$ cat config.mk
export PLATFORM = sky130hd
export DESIGN_NAME = i2c_start_gen
export DESIGN_NICKNAME = d
export VERILOG_FILES = /design/src/rtl/i2c_start_pkg.sv /design/src/rtl/i2c_line_sync.sv /design/src/rtl/i2c_start_brg.sv /design/src/rtl/i2c_start_ctrl.sv /design/src/rtl/i2c_start_gen.sv
export SDC_FILE = /design/constraint.sdc
export NUM_CORES = 1
export LEC_CHECK = 0
export BUFFER_PORTS_ARGS = -buffer_cell sky130_fd_sc_hd__buf_4
export CAP_MARGIN = 20
export CORE_MARGIN = 2
export CORE_UTILIZATION = 56
export CTS_BUF_LIST = sky130_fd_sc_hd__clkbuf_8
export DETAILED_ROUTE_END_ITERATION = 8
export PLACE_DENSITY_LB_ADDON = 0.25
export SLEW_MARGIN = 20
export SYNTH_ARGS = -nofsm -noshare
export SYNTH_HDL_FRONTEND = slang
export SYNTH_HIERARCHICAL = 1
export SYNTH_SLANG_ARGS = --single-unit
$ cat constraint.sdc
create_clock -name clk -period 3.3 [get_ports clk]
set_input_delay 0.825 -clock clk [delete_from_list [all_inputs] [get_ports clk]]
set_output_delay 0.825 -clock clk [all_outputs]
set_load 0.03 [all_outputs]
$ cat src/rtl/i2c_start_pkg.sv
`timescale 1ns/1ps
package i2c_start_pkg;
  // Phases of the START sequence
  typedef enum logic [1:0] {
    PH_IDLE     = 2'd0,  // waiting for a request
    PH_SETUP    = 2'd1,  // first interval, both lines must stay high
    PH_SDA_LOW  = 2'd2,  // SDA pulled, second interval running
    PH_BUS_HELD = 2'd3   // SDA and SCL pulled, waiting for acknowledge
  } start_phase_e;
endpackage

$ cat src/rtl/i2c_line_sync.sv
`timescale 1ns/1ps
module i2c_line_sync #(
  parameter int LINES  = 2,
  parameter int STAGES = 2
) (
  input  logic             clk,
  input  logic             rst,
  input  logic [LINES-1:0] pin,
  output logic [LINES-1:0] level
);
  for (genvar i = 0; i < LINES; i++) begin : g_line
    logic [STAGES-1:0] chain;
    if (STAGES == 1) begin : g_single
      always_ff @(posedge clk) begin
        if (rst) chain <= '1;
        else     chain <= pin[i];
      end
    end else begin : g_multi
      always_ff @(posedge clk) begin
        if (rst) chain <= '1;  // bus idles high
        else     chain <= {chain[STAGES-2:0], pin[i]};
      end
    end
    assign level[i] = chain[STAGES-1];
  end
endmodule

$ cat src/rtl/i2c_start_brg.sv
`timescale 1ns/1ps
module i2c_start_brg #(
  parameter int CNT_W = 7
) (
  input  logic             clk,
  input  logic             rst,
  input  logic             load,
  input  logic             clear,
  input  logic [CNT_W-1:0] reload,
  output logic             zero
);
  localparam logic [CNT_W-1:0] ONE = CNT_W'(1);

  logic [CNT_W-1:0] cnt;

  always_ff @(posedge clk) begin
    if (rst || clear)     cnt <= '0;
    else if (load)        cnt <= reload;
    else if (cnt != '0)   cnt <= cnt - ONE;
  end

  assign zero = (cnt == '0);

  AST_BRG_STEP: assert property (@(posedge clk) disable iff (rst)
    (!load && !clear && cnt != '0) |=> (cnt == $past(cnt) - ONE));
  AST_BRG_PARK: assert property (@(posedge clk) disable iff (rst)
    (!load && !clear && cnt == '0) |=> (cnt == '0));
  AST_BRG_CLEAR: assert property (@(posedge clk) disable iff (rst)
    clear |=> zero);
endmodule

$ cat src/rtl/i2c_start_ctrl.sv
`timescale 1ns/1ps
module i2c_start_ctrl
  import i2c_start_pkg::*;
(
  input  logic clk,
  input  logic rst,
  input  logic start_req,
  input  logic clr_done,
  input  logic clr_coll,
  input  logic sda_s,
  input  logic scl_s,
  input  logic brg_zero,
  output logic brg_load,
  output logic brg_clear,
  output logic sda_pull,
  output logic scl_pull,
  output logic start_en,
  output logic done_flag,
  output logic coll_flag,
  output logic start_seen,
  output logic idle
);
  start_phase_e phase;
  logic lines_high;
  logic accept;
  logic setup_lost;

  assign lines_high = sda_s && scl_s;
  assign accept     = (phase == PH_IDLE) && start_req && lines_high;
  assign setup_lost = (phase == PH_SETUP) && !lines_high;

  always_comb begin
    brg_load  = accept || ((phase == PH_SETUP) && lines_high && brg_zero);
    brg_clear = setup_lost;
  end

  always_ff @(posedge clk) begin
    if (rst) begin
      phase      <= PH_IDLE;
      sda_pull   <= 1'b0;
      scl_pull   <= 1'b0;
      start_en   <= 1'b0;
      done_flag  <= 1'b0;
      coll_flag  <= 1'b0;
      start_seen <= 1'b0;
    end else begin
      if (clr_done) done_flag <= 1'b0;
      if (clr_coll) coll_flag <= 1'b0;
      unique case (phase)
        PH_IDLE: begin
          if (start_req) begin
            if (!lines_high) begin
              coll_flag <= 1'b1;
            end else begin
              start_en   <= 1'b1;
              start_seen <= 1'b0;
              phase      <= PH_SETUP;
            end
          end
        end
        PH_SETUP: begin
          if (!lines_high) begin
            coll_flag <= 1'b1;
            start_en  <= 1'b0;
            phase     <= PH_IDLE;
          end else if (brg_zero) begin
            sda_pull <= 1'b1;
            phase    <= PH_SDA_LOW;
          end
        end
        PH_SDA_LOW: begin
          if (brg_zero) begin
            scl_pull   <= 1'b1;
            done_flag  <= 1'b1;
            start_seen <= 1'b1;
            start_en   <= 1'b0;
            phase      <= PH_BUS_HELD;
          end
        end
        PH_BUS_HELD: begin
          if (clr_done) begin
            sda_pull <= 1'b0;
            scl_pull <= 1'b0;
            phase    <= PH_IDLE;
          end
        end
        default: phase <= PH_IDLE;
      endcase
    end
  end

  assign idle = (phase == PH_IDLE);

  AST_SCL_AFTER_SDA: assert property (@(posedge clk) disable iff (rst)
    $rose(scl_pull) |-> sda_pull);
  AST_SDA_LOST: assert property (@(posedge clk) disable iff (rst)
    ((phase == PH_SETUP) && !sda_s) |=> (idle && coll_flag && !sda_pull));
  AST_SCL_LOST: assert property (@(posedge clk) disable iff (rst)
    ((phase == PH_SETUP) && !scl_s) |=> (idle && coll_flag && !start_en));
  AST_SCL_LATE_OK: assert property (@(posedge clk) disable iff (rst)
    ((phase == PH_SDA_LOW) && !coll_flag && !clr_coll) |=> !coll_flag);
  AST_DONE_CLEAN: assert property (@(posedge clk) disable iff (rst)
    $rose(done_flag) |-> (!start_en && sda_pull && scl_pull && start_seen));
  AST_IDLE_RELEASED: assert property (@(posedge clk) disable iff (rst)
    idle |-> (!sda_pull && !scl_pull && !start_en));
  AST_DONE_STICKY: assert property (@(posedge clk) disable iff (rst)
    (done_flag && !clr_done) |=> done_flag);
  AST_COLL_STICKY: assert property (@(posedge clk) disable iff (rst)
    (coll_flag && !clr_coll) |=> coll_flag);
endmodule

$ cat src/rtl/i2c_start_gen.sv
`timescale 1ns/1ps
module i2c_start_gen #(
  parameter int RELOAD_W    = 7,
  parameter int SYNC_STAGES = 2
) (
  input  logic                clk,
  input  logic                rst,
  input  logic                start_req,
  input  logic [RELOAD_W-1:0] reload,
  input  logic                clr_done,
  input  logic                clr_coll,
  input  logic                sda_in,
  input  logic                scl_in,
  output logic                sda_pull,
  output logic                scl_pull,
  output logic                start_en,
  output logic                done_flag,
  output logic                coll_flag,
  output logic                start_seen,
  output logic                idle
);
  localparam int LINES = 2;

  logic [LINES-1:0] line_lvl;
  logic brg_load, brg_clear, brg_zero;

  i2c_line_sync #(.LINES(LINES), .STAGES(SYNC_STAGES)) u_sync (
    .clk   (clk),
    .rst   (rst),
    .pin   ({scl_in, sda_in}),
    .level (line_lvl)
  );

  i2c_start_brg #(.CNT_W(RELOAD_W)) u_brg (
    .clk    (clk),
    .rst    (rst),
    .load   (brg_load),
    .clear  (brg_clear),
    .reload (reload),
    .zero   (brg_zero)
  );

  i2c_start_ctrl u_ctrl (
    .clk        (clk),
    .rst        (rst),
    .start_req  (start_req),
    .clr_done   (clr_done),
    .clr_coll   (clr_coll),
    .sda_s      (line_lvl[0]),
    .scl_s      (line_lvl[1]),
    .brg_zero   (brg_zero),
    .brg_load   (brg_load),
    .brg_clear  (brg_clear),
    .sda_pull   (sda_pull),
    .scl_pull   (scl_pull),
    .start_en   (start_en),
    .done_flag  (done_flag),
    .coll_flag  (coll_flag),
    .start_seen (start_seen),
    .idle       (idle)
  );
endmodule

# == After elaboration in Yosys (flattened, before gate mapping) ==
# Index checks and enable logic that the tools add are counted.
# W data, S select, Z words.
# totals
in_bits,14
out_inout_bits,7
wordCells,73
register_bits,19
# op_classes
add_sub_neg,1
n_reduce_logical,22
n_eq_ne,11
n_mux,29
# op_table
cell,count
$mux W1,15
$mux W7,2
$mux W2,6
$reduce_and A5 Y1,2
$ne A2 B1 Y1 const B,4
$pmux W1 S2,4
$pmux W2 S4,1
$reduce_and A4 Y1,2
$reduce_bool A2 Y1,4
$logic_not A7 Y1,1
$reduce_bool A7 Y1,1
$sub A7 B1 Y7 const B,1
$logic_and A1 B1 Y1,6
$ne A2 B2 Y1 const B,3
$eq A2 B2 Y1 const B,2
$ne A3 B2 Y1 const B,1
$pmux W1 S3,1
$reduce_and A3 Y1,1
$reduce_bool A3 Y1,1
$eq A2 B1 Y1 const B,1
$logic_not A2 Y1,1
$logic_or A1 B1 Y1,2
$logic_not A1 Y1,1

# == Depth between registers and ports, before layout ==
# Gate-level depths: netlist of the first run.
# logic_depth
word_depth,5
mapped_depth,9

# == By module ==
# The synthesis of the first run kept the hierarchy.
# modules_own_cells
mod,n_inst,seq_area_each_um2,cells_each,area_each_um2
i2c_start_ctrl,1,160.2,57,484.2
i2c_start_brg,1,140.1,51,442.9
i2c_line_sync,1,80.1,10,120.1

# == Worst setup path before layout of the first run ==
# Ideal clock, no wire load.
# synth_path
path_kind,register -> register
startpoint,register u_brg.cnt[2]
endpoint,register u_brg.cnt[6]
stages_incl_launch_ff,8
setup_slack_ns,1.000
t_arrival_ns,2.181
t_required_ns,3.181
period_less_slack_ns,2.300
setup_time_ns,0.119
cell_sequence,dfxtp_1 > nor4_2 > and2_1 > nand2_1 > a21oi_1 > clkbuf_1 > inv_1 > o221a_2
# synth_between
elab_chain_len,4
elab_cells_between_ends,8
# synth_lines
element,line,rtl
start: declaration,i2c_start_brg.sv:14,logic [CNT_W-1:0] cnt;
start signal: assignment,i2c_start_brg.sv:18,else if (load) cnt <= reload;
start signal: assignment,i2c_start_brg.sv:19,else if (cnt != '0) cnt <= cnt - ONE;
$logic_not A7 Y1 (*),i2c_start_brg.sv:22,assign zero = (cnt == '0);
net brg_zero,i2c_start_gen.sv:25,"logic brg_load, brg_clear, brg_zero;"
$logic_and A1 B1 Y1 (*),i2c_start_ctrl.sv:33,brg_load = accept || ((phase == PH_SETUP) && lines_high && brg_zero);
$logic_or A1 B1 Y1 (*),i2c_start_ctrl.sv:33,
net brg_load,i2c_start_gen.sv:25,
$mux W7 or $reduce_bool A2 Y1 (tied branches),-,
# Mark *: on every way through the listed nets, which the timed path passes. The rest lies on a longest branch. The select of a mux whose other input is x is not followed.
# A chain may end at the register's enable or synchronous reset.

==> flow_summary.yaml, run 1 <==
drt:
  wl_um: 2190
  drc: 0
  vias: 945
  viasPerCell: 5.76
  post_drt_wl_per_cell_um: 13.4
  first_pass_iters: 4
  drtIter0Drc: 43
  ant_nets: 0
cts:
  clock-sinks: 19
  htree_levels: 1
  cts_hold_buf: 0
  root_buffer: "clkbuf_8"
  cts_setup_buffers: 0
  clk_latency_ps: 260
  cts-resized-gates: 0
  tritoncts: "yes"
  clk_path_buf_depth: 2
  clkTransAtPathRegs_ps: 70
  numCtsBuffers: 3
yosys:
  ys_seq_elements: 19
  synth_top_area_share_pct: 36.3
  synth-main-ff-cell: "dfxtp_1"
  synth.yosys.seq_area_share_pct: 36.3
  synth_area_um2: 1050
  ys_warn_count: 6
  syn-num-nets: 140
  netlist_instances: 118
  synth.avg_cell_area_um2: 8.88
  synthTopCellsByArea: "dfxtp_1 (36%), ha_1 (9.6%), a21oi_1 (3.8%), nand2_1 (2.9%), inv_1 (2.5%)"
  synth_top_area_cell: "dfxtp_1"
  async_flop_share_pct: 0
  synth_edf_count: 0
  ys_types: 40
placed_design:
  routabilityCongestion: 0.826
  dp_hpwl_um: 1650
  io_buffers: 20
  dp_worst_setup_slack_ps: 647
layout:
  diodes: 0
  final_core_util_pct: 72.2
  layout-drive-gt1-share_pct: 23.7
  fill_cells: 142
  largest_reg_flops: 7
  area_growth_pct: 20.3
  nets: 162
  top_regs: "u_brg/cnt (7), u_sync/g_line.chain (4)"
  largest_register: "u_brg/cnt"
worst_setup_path:
  rr_worst_depth: 6
  cp.required_ps: 3460
  crit_fanout: 9
  cp.arrival_ps: 2910
  r2r_slack_ps: 540
  end_kind: "flip-flop"
  critical_path_class: "flip-flop to flip-flop"
  worst_setup_path_start_kind: "flip-flop"
hold_path:
  min_path_cells: 1
  worst_hold_path_type: "flip-flop to flip-flop"
sta:
  finalCritPeriodShare_pct: 83.5
  setup_violations: 0
  hold_ws_ps: 409
  hold_viol: 0
  setup-tns-final_ps: 0
  rsz0062_at_grt: "false"
  maxSlewViolCount: 0
  setup_slack_ps: 544
  finalCriticalPeriod_ps: 2760
  clock.fmax_mhz: 363
  slew_headroom_pct: 48.8
  tightestPinTransition_ps: 768
  worst_clock_skew_ps: 1.84
power_and_ir_drop:
  leakage_uw: 0.000526
  peakVddDrop_mv: 0.505
  power_density_nw_per_um2: 827
global_routing:
  grt_overflow: 0
  grt_use_total_pct: 23.0
  grt_max_degree: 16
  grt_pass1_wl_um: 3540
  grt_antenna_before_repair: 0
  grt_pass1_vias: 837
floorplanning:
  io_pins: 21
  dieHeight_um: 47.2
  fp.coreArea_um2: 1750
  initial_utilization_pct: 60.0
  die_area_um2: 2230
  num_rows: 15
  dieWidth_um: 47.2
job:
  cap_violations: 0
status:
  status: "finished, final reports clean"
cells in the final DEF (no fill, tap or decap), types with 4 or more instances in the layout:
cell type	count
dfxtp_1	19
nand3_1	5
nor2b_1	4
ha_1	8
nor2_1	6
a21oi_1	8
or2_1	4
inv_1	7
buf_4	21
nand2_1	8
per-layer routing:
layer	vias up	wire [um]	GRT usage, %
met5	-	0	0
met4	0	31	9.44
met3	4	148	7.31
met2	34	984	35.4
met1	434	1030	29.5
li1	473	-	-
worst max-delay path, stage by stage (launching register included):
cell and delay (ps):
dfxtp_1 360, nor4_2 650, and2_1 410, inv_2 70
a222oi_1 720, a311oi_1 190, a41o_2 260
per-stage QoR:
step           instances  total power (uW)  instance area, um^2
2_1_floorplan        118               746                 1050
3_3_place_gp         160               853                 1210
3_5_place_dp         160               875                 1210
4_1_cts              164              1040                 1260
5_1_grt              164              1120                 1260
6_report             164              1040                 1260
where the power goes:
part	leakage (uW)	total, uW	internal (uW)	switching, uW
clock	0.0000255	159	84.0	75.1
combinational	0.000344	530	235	295
sequential	0.000156	353	288	65.3
cell usage after synthesis (2+ instances only):
library cell,count
nand2_1,8
a211o_1,2
and2_1,2
o31ai_1,2
ha_1,8
inv_1,7
o21ai_1,2
nand3_1,5
a21oi_1,8
or2_1,4
nand2b_1,2
a41oi_1,2
a311oi_1,3
nor2b_1,4
buf_4,2
clkbuf_1,2
o211ai_1,3
nor2_1,6
a31oi_1,2
nor3b_1,2
xnor2_1,3
dfxtp_1,19
or3_1,2
nand4_1,2
final timing paths:
kind,from,endpoint
worst min-delay path,u_sync/g_line[0].chain[0],u_sync/g_line[0].chain[1]
worst max-delay path,u_brg/cnt[2],flip-flop
worst max register to register,u_brg/cnt[2],flip-flop
worst min register to register,u_sync/g_line[0].chain[0],u_sync/g_line[0].chain[1]
kinds of logic (layout without fill, tap and decap cells):
kind of cell | after synthesis | count (layout) | share of synthesized area (%)
buffers and inverters | 12 | 33 | 5.02
muxes | 1 | 1 | 1.08
adders and majority gates | 8 | 8 | 9.56
AOI/OAI and AO/OA | 33 | 33 | 22.8
xor gates and xnor gates | 3 | 3 | 2.51
and+or+nand+nor | 42 | 42 | 22.7
DFF | 19 | 19 | 36.3
layout make-up:
class	count	area (um^2)	share of cell area [%]
clock buffer	3	41.3	3.28
clock inverter	1	5.00	0.397
inverter	8	30.0	2.38
multi-input combinational	87	614	48.8
sequential	19	380	30.2
tap	25	31.3	2.48
timing repair buffer	21	158	12.5
No activity file was read; power rests on OpenSTA's default activity.
==> run 2: changes to the inputs <==
--- a/config.mk
+++ b/config.mk
@@ -5,10 +5,11 @@
 export SDC_FILE = /design/constraint.sdc
 export NUM_CORES = 1
 export LEC_CHECK = 0
+export ABC_AREA = 1
 export BUFFER_PORTS_ARGS = -buffer_cell sky130_fd_sc_hd__buf_4
 export CAP_MARGIN = 20
 export CORE_MARGIN = 2
-export CORE_UTILIZATION = 56
+export CORE_UTILIZATION = 51
 export CTS_BUF_LIST = sky130_fd_sc_hd__clkbuf_8
 export DETAILED_ROUTE_END_ITERATION = 8
 export PLACE_DENSITY_LB_ADDON = 0.25
==> constraint.sdc (replaced) <==
create_clock -name clk -period 2.4 [get_ports clk]
set_input_delay 0.6 -clock clk [delete_from_list [all_inputs] [get_ports clk]]
set_output_delay 0.6 -clock clk [all_outputs]
set_load 0.03 [all_outputs]
==> flow_summary.yaml, run 2 <==
yosys:
  synth_compound_area_share_pct: 11.6
  syn-num-nets: 181
  synthTopCellsByArea: "dfxtp_1 (33%), nand2_1 (11%), inv_1 (8.7%), ha_1 (8.6%), nor2_1 (4.5%)"
  synth_top_area_cell: "dfxtp_1"
  synth.avg_cell_area_um2: 7.32
  synth_most_common_cell: "nand2_1"
  ys_warn_count: 6
  synth_area_um2: 1160
  synthAdderAreaFrac_pct: 8.60
  synthMuxAreaShare_pct: 0
  synth-xor-area-share_pct: 1.51
  yosys.area_share.simple_pct: 34.3
  synth-main-ff-cell: "dfxtp_1"
  synth_top_area_share_pct: 32.7
  synth.yosys.seq_area_share_pct: 32.7
  synth_top_family_by_area: "simple AND/OR/NAND/NOR gates"
  ys_types: 28
  ys_top_cells_by_count: "nand2_1 (35), inv_1 (27), dfxtp_1 (19)"
  ys_seq_elements: 19
  synth_edf_count: 0
  async_flop_share_pct: 0
  netlist_instances: 159
floorplanning:
  dieHeight_um: 51.8
  num_rows: 17
  dieWidth_um: 51.8
  io_pins: 21
  initial_utilization_pct: 53.1
  die_area_um2: 2680
  fp.coreArea_um2: 2190
global_routing:
  grt_max_degree: 12
  met1_usage_pct: 18.5
  busiest_layer: "met2"
  grt_pass1_vias: 923
  grt_pass1_wl_um: 3610
  use_met3_pct: 3.74
  met2_usage_pct: 33.8
  grt_overflow: 0
  grt_antenna_before_repair: 0
  grt_use_total_pct: 18.1
worst_setup_path:
  cp.required_ps: 2570
  cpMaxStageDelayCell: "o32ai_1"
  cp.arrival_ps: 2340
  worst_setup_path_start_kind: "flip-flop"
  crit_fanout: 7
  r2r_slack_ps: 230
  rr_worst_depth: 8
  crit_chain: "inv_1 -> ha_1 -> inv_1 -> o32ai_1 -> inv_1 -> nand2_4 -> nor2_1 -> nor3_1"
  critical_path_class: "flip-flop to flip-flop"
  timing.rr.start: "u_ctrl/phase[0]"
  end_kind: "flip-flop"
  r2r-end: "u_brg/cnt[0]"
  critPathBufInv: 3
  path_delay_family: "compound AO/OA/AOI/OAI gates"
  critPathMaxStageDelay_ps: 570
  cp_common_cell: "inv_1"
drt:
  post_drt_wl_per_cell_um: 10.4
  drc: 0
  wl_um: 2170
  vias: 1040
  ant_nets: 0
  drtIter0Drc: 20
  viasPerCell: 4.98
  first_pass_iters: 4
sta:
  slew_headroom_pct: 59.2
  hold_ws_ps: 413
  clock.fmax_mhz: 462
  maxSlewViolCount: 0
  hold_viol: 0
  rsz0062_at_grt: "false"
  finalCritPeriodShare_pct: 90.2
  tightestPinTransition_ps: 610
  worst_clock_skew_ps: 1.57
  setup_violations: 0
  setup-tns-final_ps: 0
  finalCriticalPeriod_ps: 2170
  setup_slack_ps: 235
cts:
  numCtsBuffers: 3
  tritoncts: "yes"
  htree_levels: 1
  cts-resized-gates: 0
  clk_latency_ps: 250
  cts_hold_buf: 0
  clk_path_buf_depth: 2
  clock-sinks: 19
  clkTransAtPathRegs_ps: 70
  cts_setup_buffers: 0
  root_buffer: "clkbuf_8"
status:
  status: "finished, final reports clean"
placed_design:
  dp_hpwl_um: 1790
  place_area_um2: 1330
  io_buffers: 20
  routabilityCongestion: 0.852
  dp_worst_setup_slack_ps: 246
power_and_ir_drop:
  peakVddDrop_mv: 0.797
  leakage_uw: 0.000694
  power_density_nw_per_um2: 1340
job:
  cap_violations: 0
layout:
  diodes: 0
  top_regs: "u_brg/cnt (7), u_sync/g_line.chain (4)"
  final_common_cell: "nand2_1"
  largest_register: "u_brg/cnt"
  layout-drive-gt1-share_pct: 23.2
  largest_reg_flops: 7
  layout_common_cells: "nand2_1 (35), inv_1 (27), buf_4 (21), dfxtp_1 (19), nor2_1 (14)"
  area_growth_pct: 18.6
  design_area_um2: 1380
  nets: 204
hold_path:
  hold_end: "u_sync/g_line[1].chain[1]"
  min_from: "u_sync/g_line[1].chain[0]"
  min_path_cells: 2
  worst_hold_path_type: "flip-flop to flip-flop"
## run 2: changes by cell type after synthesis, sizes merged, moves of 3 or more
cell and change:
inv +21, nor2b -4, nor2 +13, o21ai +3, or2 -5, nand2 +33
nand3 +4, xnor2 -3, a311oi -3
## run 2: through the flow
step	std cells	total power (uW)	utilization [%]
floorplan	159	1410	-
global placement	205	1610	60.9
detailed placement	205	1630	60.9
CTS	209	1860	63.0
global route	209	2010	63.0
finish	209	1840	63.0
## run 2: final cells by class
cell class | instances | area [um^2]
Multi-Input combinational cell | 108 | 652
Inverter | 29 | 109
Tap cell | 28 | 35.0
Fill cell | 216 | 811
Clock inverter | 1 | 5.00
Timing Repair Buffer | 21 | 158
Clock buffer | 3 | 41.3
Sequential cell | 19 | 380
## run 2: how the worst max path moves through the flow
stage                          startpoint            to  cells past startpoint
after global routing      u_ctrl/phase[0]  u_brg/cnt[0]                      8
after CTS                 u_ctrl/phase[0]  u_brg/cnt[0]                      8
after detailed placement  u_ctrl/phase[0]  u_brg/cnt[0]                      8
final                     u_ctrl/phase[0]  u_brg/cnt[0]                      8
after floorplan              u_brg/cnt[0]  u_brg/cnt[4]                     11
after global placement    u_ctrl/phase[0]  u_brg/cnt[4]                      8
## run 2: logic make-up after synthesis
family | count (synthesis)
AOI/OAI and AO/OA | 22
xor gates and xnor gates | 2
DFF | 19
adders and majority gates | 8
and+or+nand+nor | 76
buffers and inverters | 32
## run 2: metal layers
metal / vias to the layer above / share of wire (%)
met5: - / 0
met3: 4 / 2.9
li1: 545 / -
met1: 471 / 41
met4: 0 / 1.7
met2: 20 / 55
## run 2: power breakdown
| group | switching (uW) | total (uW) | internal [uW] |
|---|---|---|---|
| sequential | 92.2 | 509 | 417 |
| combinational | 695 | 1120 | 421 |
| clock | 102 | 217 | 115 |
| total | 889 | 1840 | 953 |
## run 2: worst register-to-register path, stage by stage, from the launching register on
cell     delay [ps]
dfxtp_1         380
inv_1           140
ha_1            230
inv_1           110
o32ai_1         570
inv_1           280
nand2_4         160
nor2_1           50
nor3_1          160
